## config.mk

```make
export PLATFORM = sky130hd
export DESIGN_NAME = cfg_shadow_regs
export DESIGN_NICKNAME = d
export VERILOG_FILES = /design/src/rtl/cfg_shadow_regs.sv
export SDC_FILE = /design/constraint.sdc
export NUM_CORES = 1
export LEC_CHECK = 0
export ABC_AREA = 1
export BUFFER_PORTS_ARGS = -buffer_cell sky130_fd_sc_hd__clkbuf_2
export CORE_MARGIN = 10
export CORE_UTILIZATION = 35
export DETAILED_ROUTE_END_ITERATION = 12
export SYNTH_ARGS = -nofsm -noshare
export SYNTH_HDL_FRONTEND = slang
export SYNTH_SLANG_ARGS = --single-unit
export TNS_END_PERCENT = 50
```

## constraint.sdc

```tcl
create_clock -name clk -period 1.67 [get_ports clk]
set_input_delay 0.167 -clock clk [delete_from_list [all_inputs] [get_ports clk]]
set_output_delay 0.167 -clock clk [all_outputs]
set_load 0.005 [all_outputs]
```

## src/rtl/cfg_shadow_regs.sv

```systemverilog
module cfg_shadow_regs #(
  parameter int         COMMIT_CYCLES = 8,
  parameter logic [4:0] FACTORY_OS    = 5'h12,
  parameter logic [9:0] PRESC_INIT    = 10'h180,
  parameter logic [9:0] DAC_INIT      = 10'h1F4
) (
  input  logic       clk,
  input  logic       rst_n,
  input  logic       boot_reload,
  input  logic       rd_en,
  input  logic       wr_en,
  input  logic [7:0] addr,
  input  logic [7:0] wdata,
  output logic [7:0] rdata,
  output logic       nv_busy,
  output logic [9:0] presc_word,
  output logic [9:0] dac_word,
  output logic [4:0] offset_sel,
  output logic [2:0] dev_addr
);
  localparam int CW = $clog2(COMMIT_CYCLES + 1);
  localparam logic [7:0] A_PRE_H = 8'h02, A_PRE_L = 8'h03, A_DAC_H = 8'h08,
                         A_DAC_L = 8'h09, A_CTL = 8'h0D, A_OFF = 8'h0E,
                         A_RANGE = 8'h37, A_STORE = 8'h3F;

  logic [9:0] pre_q, dac_q, bk_pre, bk_dac, pre_n, dac_n;
  logic [4:0] off_q, bk_off, off_n;
  logic [3:0] ctl_q, bk_ctl, ctl_n;
  logic [3:0] pend, req, mask;
  logic [CW-1:0] cnt;

  wire we      = wr_en & ~boot_reload;
  wire hit_ph  = we && addr == A_PRE_H;
  wire hit_pl  = we && addr == A_PRE_L;
  wire hit_dh  = we && addr == A_DAC_H;
  wire hit_dl  = we && addr == A_DAC_L;
  wire hit_ctl = we && addr == A_CTL;
  wire hit_off = we && addr == A_OFF;
  wire hit_st  = we && addr == A_STORE;
  wire thru    = ~ctl_q[3];

  always_comb begin
    if (boot_reload) begin
      pre_n = bk_pre; dac_n = bk_dac; off_n = bk_off; ctl_n = bk_ctl;
    end else begin
      pre_n = hit_ph ? {wdata, pre_q[1:0]} : hit_pl ? {pre_q[9:2], wdata[7:6]} : pre_q;
      dac_n = hit_dh ? {wdata, dac_q[1:0]} : hit_dl ? {dac_q[9:2], wdata[7:6]} : dac_q;
      off_n = hit_off ? wdata[4:0] : off_q;
      ctl_n = hit_ctl ? wdata[3:0] : ctl_q;
    end
  end

  assign req[0] = ((hit_ph | hit_pl) & thru) | hit_st;
  assign req[1] = ((hit_dh | hit_dl) & thru) | hit_st;
  assign req[2] = (hit_off & thru) | hit_st;
  assign req[3] = hit_ctl | hit_st;
  assign mask   = req | pend;
  wire   go     = (cnt == '0) && (mask != '0);

  always_ff @(posedge clk or negedge rst_n) begin
    if (!rst_n) begin
      pre_q <= PRESC_INIT; dac_q <= DAC_INIT; off_q <= FACTORY_OS; ctl_q <= 4'h0;
      bk_pre <= PRESC_INIT; bk_dac <= DAC_INIT; bk_off <= FACTORY_OS; bk_ctl <= 4'h0;
      pend <= '0;
      cnt  <= '0;
    end else begin
      pre_q <= pre_n; dac_q <= dac_n; off_q <= off_n; ctl_q <= ctl_n;
      if (go) begin
        if (mask[0]) bk_pre <= pre_n;
        if (mask[1]) bk_dac <= dac_n;
        if (mask[2]) bk_off <= off_n;
        if (mask[3]) bk_ctl <= ctl_n;
        pend <= '0;
        cnt  <= CW'(COMMIT_CYCLES);
      end else begin
        pend <= boot_reload ? '0 : mask;
        if (cnt != '0) cnt <= cnt - 1'b1;
      end
    end
  end

  logic [7:0] rd_mux;
  always_comb begin
    case (addr)
      A_PRE_H: rd_mux = pre_q[9:2];
      A_PRE_L: rd_mux = {pre_q[1:0], 6'b0};
      A_DAC_H: rd_mux = dac_q[9:2];
      A_DAC_L: rd_mux = {dac_q[1:0], 6'b0};
      A_CTL:   rd_mux = {4'hF, ctl_q};
      A_OFF:   rd_mux = {3'b111, off_q};
      A_RANGE: rd_mux = {3'b000, FACTORY_OS};
      default: rd_mux = 8'h00;
    endcase
  end

  always_ff @(posedge clk or negedge rst_n) begin
    if (!rst_n)     rdata <= 8'h00;
    else if (rd_en) rdata <= rd_mux;
  end

  assign nv_busy    = cnt != '0;
  assign presc_word = pre_q;
  assign dac_word   = dac_q;
  assign offset_sel = off_q;
  assign dev_addr   = ctl_q[2:0];
endmodule

```

# Word level (Yosys, flattened, before mapping)
# Cells that the tools add are included.
# totals
register_bits,74
latchBits,0
mem_bits_rw,0
rom_bits,0
in_bits,21
output_inout_bits,37
elab_cells,64
n_memories,0
# op_classes
addsub,1
mul,0
div,0
magnitude_cmp,0
n_eq_ne,8
shift,0
muxes,15
bitwise,13
n_reduce_logical,16
# ops
operator,n
$pmux W8 S7,1
$mux W10,4
$eq A8 B4 Y1 const B,4
$mux W4,6
$eq A8 B2 Y1 const B,2
$eq A8 B6 Y1 const B,2
$mux W5,2
$logic_and A1 B1 Y1,8
$reduce_and A2 Y1,4
$reduce_bool A4 Y1,2
$or A1 B1 Y1,6
$and A1 B1 Y1,4
$logic_not A4 Y1,1
$mux W2,2
$or A4 B4 Y4,1
$sub A4 B1 Y4 const B,1
$not A1 Y1,2
$reduce_bool A2 Y1,1

# Logic depth before layout (Yosys ltp)
# Gate-level depths: netlist (run 1).
# logic_depth
depth_word,10
mapped_depth,11

# Least setup slack after synthesis (run 1)
# Ideal clock, no wire load.
# synth_path
kind,reg-to-reg
from,register cnt[0]
to,register bk_pre[4]
arrival_ps,1556
required_time_ps,1605
path_slack_ps,49
path_stages_with_launch,10
path_buffers,1
synth_period_minus_slack_ps,1621
path_cell_list,dfrtp_1 inv_1 ha_1 nand2_1 nor2_1 inv_2 nor2_1 buf_2 nand2_1 nand2_1
# synth_via
elab_chain_cells,3
# synth_lines
element,line,source
"start, declared",30,logic [CW-1:0] cnt;
"start signal, assigned",74,cnt <= CW'(COMMIT_CYCLES);
"start signal, assigned",77,if (cnt != '0) cnt <= cnt - 1'b1;
$logic_not A4 Y1,58,wire go = (cnt == '0) && (mask != '0);
$logic_and A1 B1 Y1,58,
$reduce_and A2 Y1 (no source line),-,
"end signal, assigned",69,if (mask[0]) bk_pre <= pre_n;
"end, declared",26,"logic [9:0] pre_q, dac_q, bk_pre, bk_dac, pre_n, dac_n;"
# Every way passes these cells.
# A chain may end at the register's enable or synchronous reset.

# Worst setup path in the final report (run 1)
# layout_path
from,register cnt[1]
to,output nv_busy
# layout_via
elab_chain_cells,1
# layout_lines
element,line,source
$reduce_bool A4 Y1,101,assign nv_busy = cnt != '0;
"end, declared",15,"output logic nv_busy,"
# Every way passes these cells.

==> results of run 1 <==
-- layer usage --
metal	global-route usage [%]	part of all wire, %
met5	0	0
met4	4.42	1.3
met3	3.65	7.3
met2	21.8	44
met1	19.8	48
-- logic make-up (layout without fill, tap and decap cells) --
logic type / after synthesis / in the layout
xor+xnor: 1 / 1
fa+ha+maj: 1 / 1
flops: 74 / 74
buf+inv: 68 / 143
compound gates: 43 / 43
simple gates: 281 / 281
-- stage by stage --
step | power, mW | cell area (sq um) | hold WS (ns) | setup WS [ns] | util (%)
detailed placement | 2.60 | 4140 | 0.0788 | 0.0349 | 40.5
floorplan | 2.35 | 3650 | -0.129 | 0.0492 | -
finish | 4.22 | 4410 | 0.128 | 0.0691 | 43.1
global placement | 2.59 | 4140 | 0.0806 | 0.0687 | 40.5
global route | 4.43 | 4410 | 0.130 | -0.00808 | 43.1
CTS | 4.20 | 4390 | 0.111 | 0.000682 | 42.9
-- power groups by stage --
stage | combinational [mW] | sequential [mW] | clock (mW)
global route | 0.785 | 1.99 | 1.66
finish | 0.699 | 1.98 | 1.55
detailed placement | 0.600 | 2.00 | 0
floorplan | 0.356 | 1.99 | 0
global placement | 0.588 | 2.00 | 0
CTS | 0.649 | 1.98 | 1.58
-- state kept, by name (all words and copies together) (netlist names) --
signal and flops:
pend 4, offset_sel 5, ctl_q 4, bk_ctl 4, dac_word 10, presc_word 10
bk_off 5, bk_pre 10, rdata 8, bk_dac 10, cnt 4
-- synth_stat cells (all sizes together) --
library cell,n,area share [%]
buf,9,1.6
inv,51,5.2
dfrtp,54,37
o22ai,2,0.34
nor2,26,3.4
a31oi,2,0.34
a21oi,4,0.65
o21ai,22,3.1
nand3,52,7.4
or2,1,0.17
o211ai,9,1.9
o221ai,3,0.72
nand2,189,20
o2111ai,1,0.24
nor3,1,0.14
nand4,12,2.1
dfstp,20,14
clkbuf,8,0.82
ha,1,0.34
xor2,1,0.24
-- critical path: cells and delay by family, from the launching register on --
| family | cells | cell delay (ns) |
|---|---|---|
| simple gates | 2 | 0.17 |
| buf+inv | 4 | 0.38 |
| flops | 1 | 0.40 |
| fa+ha+maj | 1 | 0.13 |
-- what timing repair did --
action	in CTS	in global routing
hold buffers	1	0
gates resized for setup	4	3
setup buffers	2	1
endpoints found under the hold margin	10	0
pin swaps	2	1
setup endpoints to repair	1	25
-- final cells by class --
class | count | area (sq um)
Sequential cell | 74 | 1880
Clock buffer | 10 | 128
Multi-Input combinational cell | 326 | 1510
Clock inverter | 6 | 90.1
Fill cell | 1060 | 5820
Inverter | 51 | 191
Timing Repair Buffer | 76 | 447
Tap cell | 136 | 170
-- cell usage in the layout (no fill, tap or decap), drive strengths merged, types with 2 or more instances in the layout --
cell type / synthesis / routed
o221ai: 3 / 3
dfstp: 20 / 20
clkinv: 0 / 2
nand3: 52 / 52
dfrtp: 54 / 54
a31oi: 2 / 2
clkbuf: 8 / 66
nand4: 12 / 12
bufinv: 0 / 2
a21oi: 4 / 4
buf: 9 / 19
o22ai: 2 / 2
inv: 51 / 52
nor2: 26 / 26
nand2: 189 / 189
o21ai: 22 / 22
o211ai: 9 / 9
-- path summary, 6_finish.rpt --
path	endpoint	slack, ns
max in group asynchronous	bk_pre[8]	0.85
setup / recovery	nv_busy	0.07
min in group asynchronous	rdata[2]	0.23
setup reg to reg	bk_ctl[2]	0.12
hold / removal	presc_word[7]	0.13
hold reg to reg	bk_dac[6]	0.47
==> impl_metrics.py, run 1 <==
metrics = {
    "cts": {
        "tritoncts": "built",
        "cts_htree_levels": 3,
        "numCtsBuffers": 9,
        "cts.reportedPaths.clkPinSlew_ns": 0.08,
        "cts_root_buffer": "sky130_fd_sc_hd__clkbuf_8",
        "worst_skew_pair.late_latency_ns": 0.36,
        "cts.path.max_buffers": 2,
        "cts_sinks": 74,
    },
    "die": {
        "die_ht_um": 122,
        "row_count": 37,
        "io-pin-count": 58,
        "chipWidth_um": 122,
        "die-area_sq_um": 14900,
        "floorplan.initialDensity_pct": 35.7,
        "placeableCoreArea_sq_um": 10200,
    },
    "synthesis": {
        "seq_area_frac_synth_pct": 51.4,
        "synth_cells": 468,
        "synth.lib_cells_used.distinct": 28,
        "post_synth_fa_ha_maj_area_fraction_pct": 0.343,
        "synth-compound-area-share_pct": 7.27,
        "synth-warning-count": 0,
        "yosys_register_bits": 74,
        "synth_top_family_by_area": "simple AND/OR/NAND/NOR gates",
        "syn-num-nets": 490,
        "syn_area_sq_um": 3650,
        "simple_gate_fraction_of_synth_area_pct": 33.0,
        "synthMuxAreaShare_pct": 0,
        "synthesis.area_per_instance_sq_um": 7.80,
        "synth_xor_area_share_pct": 0.240,
    },
    "detailed_routing": {
        "vias": 3316,
        "drt_wl_total_um": 10400,
        "drtPass1Iterations": 5,
        "detail-route-antenna-nets": 0,
        "routed_wire_length_per_instance_um": 15.3,
        "number_of_remaining_drc_errors": 0,
        "first_iter_violations": 237,
        "post_drt_via_cell_ratio": 4.88,
    },
    "sta": {
        "fin_setup_tns_ns": 0,
        "skew_ns": 0.0119,
        "setup-violations-final": 0,
        "worst_slew_pin_slew_ns": 0.402,
        "final_hold_viol_count": 0,
        "final-max-slew-violation-count": 0,
        "min_period_ns": 1.60,
        "timing.fmax_mhz": 625,
        "finalCritPeriodShare_pct": 95.9,
        "timing.slew.headroom_pct": 73.2,
    },
    "layout": {
        "area.growth.synth_to_final_pct": 20.8,
        "final_cell_count_no_fill": 679,
        "diodes": 0,
        "finish.net_count": 560,
        "drive_gt1_share_pct": 23.8,
    },
    "place": {
        "place_hpwl_um": 7850,
        "io_buffers": 57,
        "placedCellCount": 659,
        "gpl.final_weighted_congestion": 0.872,
    },
    "power": {
        "power_switching_share_pct": 28.0,
        "sequential_power_share_pct": 46.9,
        "power.share.clock_pct": 36.6,
        "p_sw_mw": 1.18,
        "p_per_area_nw_per_um2": 958,
        "leakage_nw": 2.33,
        "p_int_mw": 3.04,
        "peakVddDrop_uv": 459,
        "combinational_group_share_of_total_power_pct": 16.5,
    },
    "critical_path": {
        "setup.worst_path.start_class": "flop",
        "worstReg2RegStart": "cnt[1]",
        "rr_worst_depth": 9,
        "crit_path_start": "cnt[1]",
        "path_cells": "inv_2 -> ha_4 -> nand2_1 -> nor2_2 -> inv_2 -> buf_6 -> clkbuf_2",
        "worstSetupPathType": "reg2out",
        "worstPathMaxFanout": 8,
        "required_ns": 1.50,
        "crit_path_top_delay_cell": "sky130_fd_sc_hd__dfrtp_1",
        "cp_data_arrival_time_ns": 1.43,
        "cpMostUsedCell": "sky130_fd_sc_hd__inv_2",
        "cpPeakStageDelay_ns": 0.40,
        "type_of_element_capturing_the_critical_path": "output port",
    },
    "status": {
        "run_status": "finished clean",
    },
    "hold_path": {
        "hp-class": "in2reg",
        "min_delay_path_depth": 3,
        "hold_path_startpoint": "wdata[5]",
    },
    "global_routing": {
        "via_count_of_the_first_global_routing_pass": 3336,
        "number_of_antenna_violations_at_the_first_check_in_global_routing": 0,
        "grt_max_degree": 34,
        "grt_remaining_overflow": 0,
        "total_global_route_track_usage_pct": 14.4,
        "grt_first_pass_wirelength_um": 17100,
    },
    "run": {
        "max_cap_violations": 0,
    },
}
Power figures use the tool's default switching activity.
==> inputs of run 2 (changes only) <==
ABC_AREA = default   (was 1)
==> run 2 against run 1 <==
Net effect:
- area after synthesis fell by 0.24%
- flip-flop and latch count did not move
- maximum frequency fell by 1.6%
- clock power is 3% higher
- via count is 0.66% lower
- design area rose by 6.3%
- sequential power fell by 3%
- wire length rose by 3.1%
- critical path type is now reg2reg
==> impl_metrics.py, run 2 <==
metrics = {
    "status": {
        "run_status": "finished clean",
    },
    "power": {
        "p_per_area_nw_per_um2": 895,
        "leakage_nw": 2.23,
        "design_power_mw": 4.20,
        "peakVddDrop_uv": 412,
    },
    "synthesis": {
        "synth.lib_cells_used.distinct": 51,
        "synth_top_family_by_area": "simple AND/OR/NAND/NOR gates",
        "synthMuxAreaShare_pct": 2.27,
        "syn-num-nets": 412,
        "synth-warning-count": 0,
        "synth_xor_area_share_pct": 0,
        "synthDominantAreaCellType": "sky130_fd_sc_hd__dfrtp_1",
        "post_synth_fa_ha_maj_area_fraction_pct": 0.344,
        "synth_commonest_cells": "sky130_fd_sc_hd__nand2_1, sky130_fd_sc_hd__dfrtp_1, sky130_fd_sc_hd__nor2_1, sky130_fd_sc_hd__o21ai_0, sky130_fd_sc_hd__dfstp_2",
        "yosys_register_bits": 74,
        "syn_area_sq_um": 3640,
        "synth.most_common_cell": "sky130_fd_sc_hd__nand2_1",
        "synth-async-reset-ratio_pct": 100,
        "netlist.area_leader.share_pct": 37.1,
        "synthTopCellsByArea": "sky130_fd_sc_hd__dfrtp_1, sky130_fd_sc_hd__dfstp_2, sky130_fd_sc_hd__nand2_1",
        "seq_area_frac_synth_pct": 51.5,
        "synth-compound-area-share_pct": 19.8,
        "synth_ff_type": "sky130_fd_sc_hd__dfrtp_1",
        "simple_gate_fraction_of_synth_area_pct": 21.7,
        "synth_cells": 390,
        "edff_count_synth": 0,
        "synthesis.area_per_instance_sq_um": 9.34,
    },
    "cts": {
        "cts_root_buffer": "sky130_fd_sc_hd__clkbuf_8",
        "cts.repair_timing.setup_buffer_count": 0,
        "cts_htree_levels": 3,
        "worst_skew_pair.late_latency_ns": 0.35,
        "cts.path.max_buffers": 2,
        "cts_sinks": 74,
        "tritoncts": "built",
        "cts.reportedPaths.clkPinSlew_ns": 0.09,
        "numCtsBuffers": 9,
    },
    "critical_path": {
        "endpoint": "cnt[3]",
        "rr_worst_depth": 4,
        "type_of_element_capturing_the_critical_path": "flop",
        "crit_path_top_delay_cell": "sky130_fd_sc_hd__or4_4",
        "cpPeakStageDelay_ns": 0.53,
        "cp_data_arrival_time_ns": 1.86,
        "timing.rr.end": "cnt[3]",
        "crit_path_start": "ctl_q[3]",
        "setup.worst_path.start_class": "flop",
        "worstSetupPathType": "reg2reg",
        "r2r_slack_ns": 0.04,
        "worstPathMaxFanout": 3,
        "required_ns": 1.91,
        "worstReg2RegStart": "ctl_q[3]",
        "path_cells": "nor3b_1 -> a41o_1 -> or4_4 -> o221a_2",
    },
    "global_routing": {
        "grt_remaining_overflow": 0,
        "grt_max_degree": 51,
        "grt_first_pass_wirelength_um": 17300,
        "total_global_route_track_usage_pct": 14.6,
        "via_count_of_the_first_global_routing_pass": 3244,
        "number_of_antenna_violations_at_the_first_check_in_global_routing": 0,
    },
    "sta": {
        "timing.fmax_mhz": 615,
        "finalCritPeriodShare_pct": 97.4,
        "hold_slack_ns": 0.0790,
        "final_hold_viol_count": 0,
        "rsz0062_at_grt": "yes",
        "worst_slew_pin_slew_ns": 0.497,
        "min_period_ns": 1.63,
        "setup-violations-final": 0,
        "final-max-slew-violation-count": 0,
        "timing.slew.headroom_pct": 66.8,
        "skew_ns": 0.0126,
    },
    "layout": {
        "most-common-layout-cells": "sky130_fd_sc_hd__nand2_1, sky130_fd_sc_hd__clkbuf_2, sky130_fd_sc_hd__dfrtp_1, sky130_fd_sc_hd__buf_4, sky130_fd_sc_hd__nor2_1",
        "final_cell_count_no_fill": 630,
        "finish.net_count": 511,
        "area.growth.synth_to_final_pct": 28.8,
        "layout.cells.most_common": "sky130_fd_sc_hd__nand2_1",
        "diodes": 0,
        "drive_gt1_share_pct": 34.4,
    },
    "hold_path": {
        "hp-class": "in2reg",
    },
    "detailed_routing": {
        "number_of_remaining_drc_errors": 0,
        "detail-route-antenna-nets": 0,
        "drtPass1Iterations": 5,
        "post_drt_via_cell_ratio": 5.23,
        "routed_wire_length_per_instance_um": 17.0,
        "first_iter_violations": 278,
        "drt_wl_total_um": 10700,
        "vias": 3294,
    },
    "die": {
        "chipWidth_um": 122,
        "placeableCoreArea_sq_um": 10200,
        "floorplan.initialDensity_pct": 35.6,
        "die-area_sq_um": 14900,
        "die_ht_um": 122,
        "io-pin-count": 58,
        "row_count": 37,
    },
    "place": {
        "placedCellCount": 613,
        "place_hpwl_um": 8160,
        "io_buffers": 57,
        "gpl.final_weighted_congestion": 0.912,
    },
    "run": {
        "max_cap_violations": 0,
    },
}
==> run 2: cell count changes after synthesis, sizes merged, moves of 11 or more <==
cell	change
inv	-37
a22oi	+11
nor3b	+11
a21oi	+16
nand2	-111
o21ai	+20
nand3	-46
a31oi	+11
==> run 2: through the flow <==
| step | setup slack (ns) | utilization (%) | instance area, sq um | TNS (ns) |
|---|---|---|---|---|
| 6_report | 0.0432 | 45.8 | 4690 | 0 |
| 5_1_grt | -0.0164 | 45.8 | 4690 | -0.0410 |
| 4_1_cts | 0.0158 | 45.4 | 4650 | 0 |
| 3_5_place_dp | -0.171 | 43.0 | 4400 | -3.91 |
| 3_3_place_gp | -0.128 | 43.0 | 4400 | -3.10 |
| 2_1_floorplan | 0.00486 | - | 3650 | 0 |
==> run 2: logic make-up after synthesis <==
kind of cell,after synthesis
AOI/OAI and AO/OA,112
adders and majority gates,1
buffers and inverters,34
DFF,74
muxes,8
and+or+nand+nor,161
==> run 2: power by group <==
group / switching (mW) / leakage, nW / internal [mW]
Sequential: 0.0629 / 0.915 / 1.87
Clock: 0.715 / 0.112 / 0.885
Combinational: 0.368 / 1.20 / 0.298
Total: 1.15 / 2.23 / 3.05
==> run 2: how the worst min path moves through the flow <==
stage / startpoint / endpoint / slack [ns] / depth (start not counted)
final: wdata[5] / dac_word[7] / 0.08 / 3
after global routing: wdata[5] / dac_word[7] / 0.08 / 3
after CTS: wdata[5] / dac_word[7] / 0.07 / 3
after detailed placement: rst_n / ctl_q[2] / 0.15 / 1
after global placement: rst_n / ctl_q[2] / 0.14 / 1
after floorplan: rst_n / bk_ctl[0] / -0.13 / 0
==> run 2: per-layer routing <==
metal  up-vias  global-route usage, %  part of all wire (%)
met1      1606                   19.0                    45
li1       1582                      -                     -
met2        94                   23.3                    48
met5         -                      0                     0
met3        12                   2.91                   5.1
met4         0                   5.44                   1.8
==> run 2: cell type report <==
class                      count  area (sq um)
clock inverter                 6          90.1
clock buffer                  10           138
fill                        1009          5540
inverter                      15          56.3
sequential                    74          1880
timing repair buffer         107           688
multi-input combinational    282          1670
tap                          136           170
==> run 2: critical path, delay by kind of cell (launching register included) <==
family	cells	cell delay (ns)
simple gates	2	0.62
flops	1	0.41
compound gates	2	0.49
==> run 2: what timing repair did <==
item                       4_1_cts  5_1_grt
hold buffers                     1        0
gates resized for setup          1       10
setup endpoints to repair        6       30
pin swaps                        0        1
hold endpoints to repair         6        0
==> inputs of run 3 (changes only) <==
CORE_UTILIZATION = 51   (was 35)
GPL_ROUTABILITY_DRIVEN = 0   (was default)
PLACE_DENSITY = 0.76   (was default)
==> run 3 against run 2 <==
Net effect:
- first-iteration DRC count fell by 32%
- design area fell by 1.9%
- cell count fell by 6.7%
- hold slack improved by 0.0022 ns
- critical endpoint unchanged
==> impl_metrics.py, run 3 (synthesized netlist as in run 2, its figures left out) <==
metrics = {
    "hold_path": {
        "whs_endpoint": "dac_word[7]",
        "hp-class": "in2reg",
        "min_delay_path_depth": 3,
        "hold_path_startpoint": "wdata[5]",
    },
    "critical_path": {
        "worstReg2RegStart": "ctl_q[3]",
        "rr_worst_depth": 4,
        "worstSetupPathType": "reg2reg",
        "cpPeakStageDelay_ns": 0.52,
        "cp_data_arrival_time_ns": 1.87,
        "crit_path_top_delay_cell": "sky130_fd_sc_hd__or4_4",
        "timing.rr.end": "cnt[3]",
        "setup.worst_path.start_class": "flop",
        "required_ns": 1.93,
        "worstPathMaxFanout": 3,
        "path_cells": "nor3b_1 -> a41o_1 -> or4_4 -> o221a_2",
        "type_of_element_capturing_the_critical_path": "flop",
        "r2r_slack_ns": 0.05,
    },
    "power": {
        "p_per_area_nw_per_um2": 824,
        "peakVddDrop_uv": 572,
        "leakage_nw": 2.20,
    },
    "global_routing": {
        "grt_max_degree": 75,
        "number_of_antenna_violations_at_the_first_check_in_global_routing": 0,
        "total_global_route_track_usage_pct": 18.8,
        "via_count_of_the_first_global_routing_pass": 3384,
        "grt_first_pass_wirelength_um": 16700,
        "grt_remaining_overflow": 0,
    },
    "status": {
        "run_status": "finished clean",
    },
    "detailed_routing": {
        "routed_wire_length_per_instance_um": 17.5,
        "number_of_remaining_drc_errors": 0,
        "drtPass1Iterations": 5,
        "drt_wl_total_um": 10300,
        "vias": 3367,
        "post_drt_via_cell_ratio": 5.73,
        "detail-route-antenna-nets": 0,
        "first_iter_violations": 189,
    },
    "layout": {
        "finish.net_count": 509,
        "diodes": 0,
        "area.growth.synth_to_final_pct": 26.3,
        "final_cell_count_no_fill": 588,
        "num-fill-cells": 549,
        "final_util_pct": 66.9,
        "multi_input_area_sq_um": 1670,
        "layout.cells.most_common": "sky130_fd_sc_hd__nand2_1",
        "most-common-layout-cells": "sky130_fd_sc_hd__nand2_1, sky130_fd_sc_hd__clkbuf_2, sky130_fd_sc_hd__dfrtp_1, sky130_fd_sc_hd__buf_4, sky130_fd_sc_hd__nor2_1",
        "post-route-cell-area_sq_um": 4600,
        "ff_latch_area_sq_um": 1880,
        "drive_gt1_share_pct": 33.7,
    },
    "place": {
        "io_buffers": 57,
        "dpl_cell_area_sq_um": 4380,
        "place_hpwl_um": 7660,
        "placedCellCount": 571,
    },
    "cts": {
        "cts.reportedPaths.clkPinSlew_ns": 0.07,
        "numCtsBuffers": 9,
        "cts.path.max_buffers": 2,
        "cts_sinks": 74,
        "cts_root_buffer": "sky130_fd_sc_hd__clkbuf_8",
        "tritoncts": "built",
        "cts_htree_levels": 3,
        "worst_skew_pair.late_latency_ns": 0.37,
    },
    "sta": {
        "timing.fmax_mhz": 619,
        "setup-violations-final": 0,
        "final_hold_viol_count": 0,
        "final-max-slew-violation-count": 0,
        "skew_ns": 0.0110,
        "timing.slew.headroom_pct": 71.1,
        "min_period_ns": 1.62,
        "worst_slew_pin_slew_ns": 0.433,
        "hold_slack_ns": 0.0812,
        "finalCritPeriodShare_pct": 96.8,
        "fin_setup_tns_ns": 0,
    },
    "die": {
        "chipWidth_um": 104,
        "io-pin-count": 58,
        "die_ht_um": 104,
        "floorplan.initialDensity_pct": 53.0,
        "row_count": 30,
        "placeableCoreArea_sq_um": 6870,
        "die-area_sq_um": 10900,
    },
    "run": {
        "max_cap_violations": 0,
    },
}
[run 3: cell count changes in the layout (fill, tap and decap cells not counted), moves of 2 or more]
cell / change
sky130_fd_sc_hd__clkbuf_1: +3
sky130_fd_sc_hd__buf_12: +3
sky130_fd_sc_hd__o21ai_2: +2
sky130_fd_sc_hd__clkinv_4: -2
sky130_fd_sc_hd__buf_4: -5
sky130_fd_sc_hd__bufinv_16: -2
[run 3: final cells by class]
class / instances / area share [%]
Clock inverter: 3 / 0.381
Timing Repair Buffer: 105 / 15.5
Tap cell: 96 / 2.61
Clock buffer: 13 / 3.24
Multi-Input combinational cell: 282 / 36.3
Inverter: 15 / 1.22
Sequential cell: 74 / 40.8
[run 3: how the worst max path moves through the flow]
stage / startpoint / endpoint / slack, ns
3_3_place_gp: addr[7] / bk_dac[0] / -0.12
4_1_cts: cnt[0] / bk_ctl[3] / 0.004
2_1_floorplan: cnt[0] / bk_pre[2] / 0.005
6_report: ctl_q[3] / cnt[3] / 0.05
3_5_place_dp: addr[7] / bk_dac[0] / -0.21
5_1_grt: cnt[1] / bk_pre[0] / -0.003
[run 3: per-layer routing]
metal | GRT usage [%] | up-vias | wire, um
li1 | - | 1579 | -
met1 | 22.6 | 1602 | 4330
met2 | 29.4 | 151 | 4840
met3 | 6.07 | 35 | 750
met4 | 9.84 | 0 | 356
met5 | 0 | - | 0
[run 3: what timing repair did]
action                                  in CTS  in global routing
resized for setup                            3                  9
pin swaps                                    0                  2
hold endpoints to repair                    54                  0
setup buffers                                0                  0
hold buffers                                 1                  0
endpoints found under the setup margin      11                 24
[run 3: critical path: cells and delay by family (launching register included)]
kind | cells | cell delay [ns]
AO/OA/AOI/OAI | 2 | 0.49
flip-flops | 1 | 0.41
AND/OR/NAND/NOR | 2 | 0.61
[run 3: power breakdown]
group          switching [mW]  leakage, nW  internal [mW]
clock                   0.654       0.0834          0.576
combinational           0.355         1.20          0.275
sequential             0.0602        0.915           1.87
total                    1.07         2.20           2.72
[run 3: through the flow]
| step | power, mW | worst slack, ns |
|---|---|---|
| after floorplan | 2.26 | 0.00486 |
| after global placement | 2.50 | -0.115 |
| after detailed placement | 2.53 | -0.209 |
| after CTS | 3.75 | 0.00368 |
| after global routing | 3.96 | -0.00331 |
| final | 3.79 | 0.0533 |
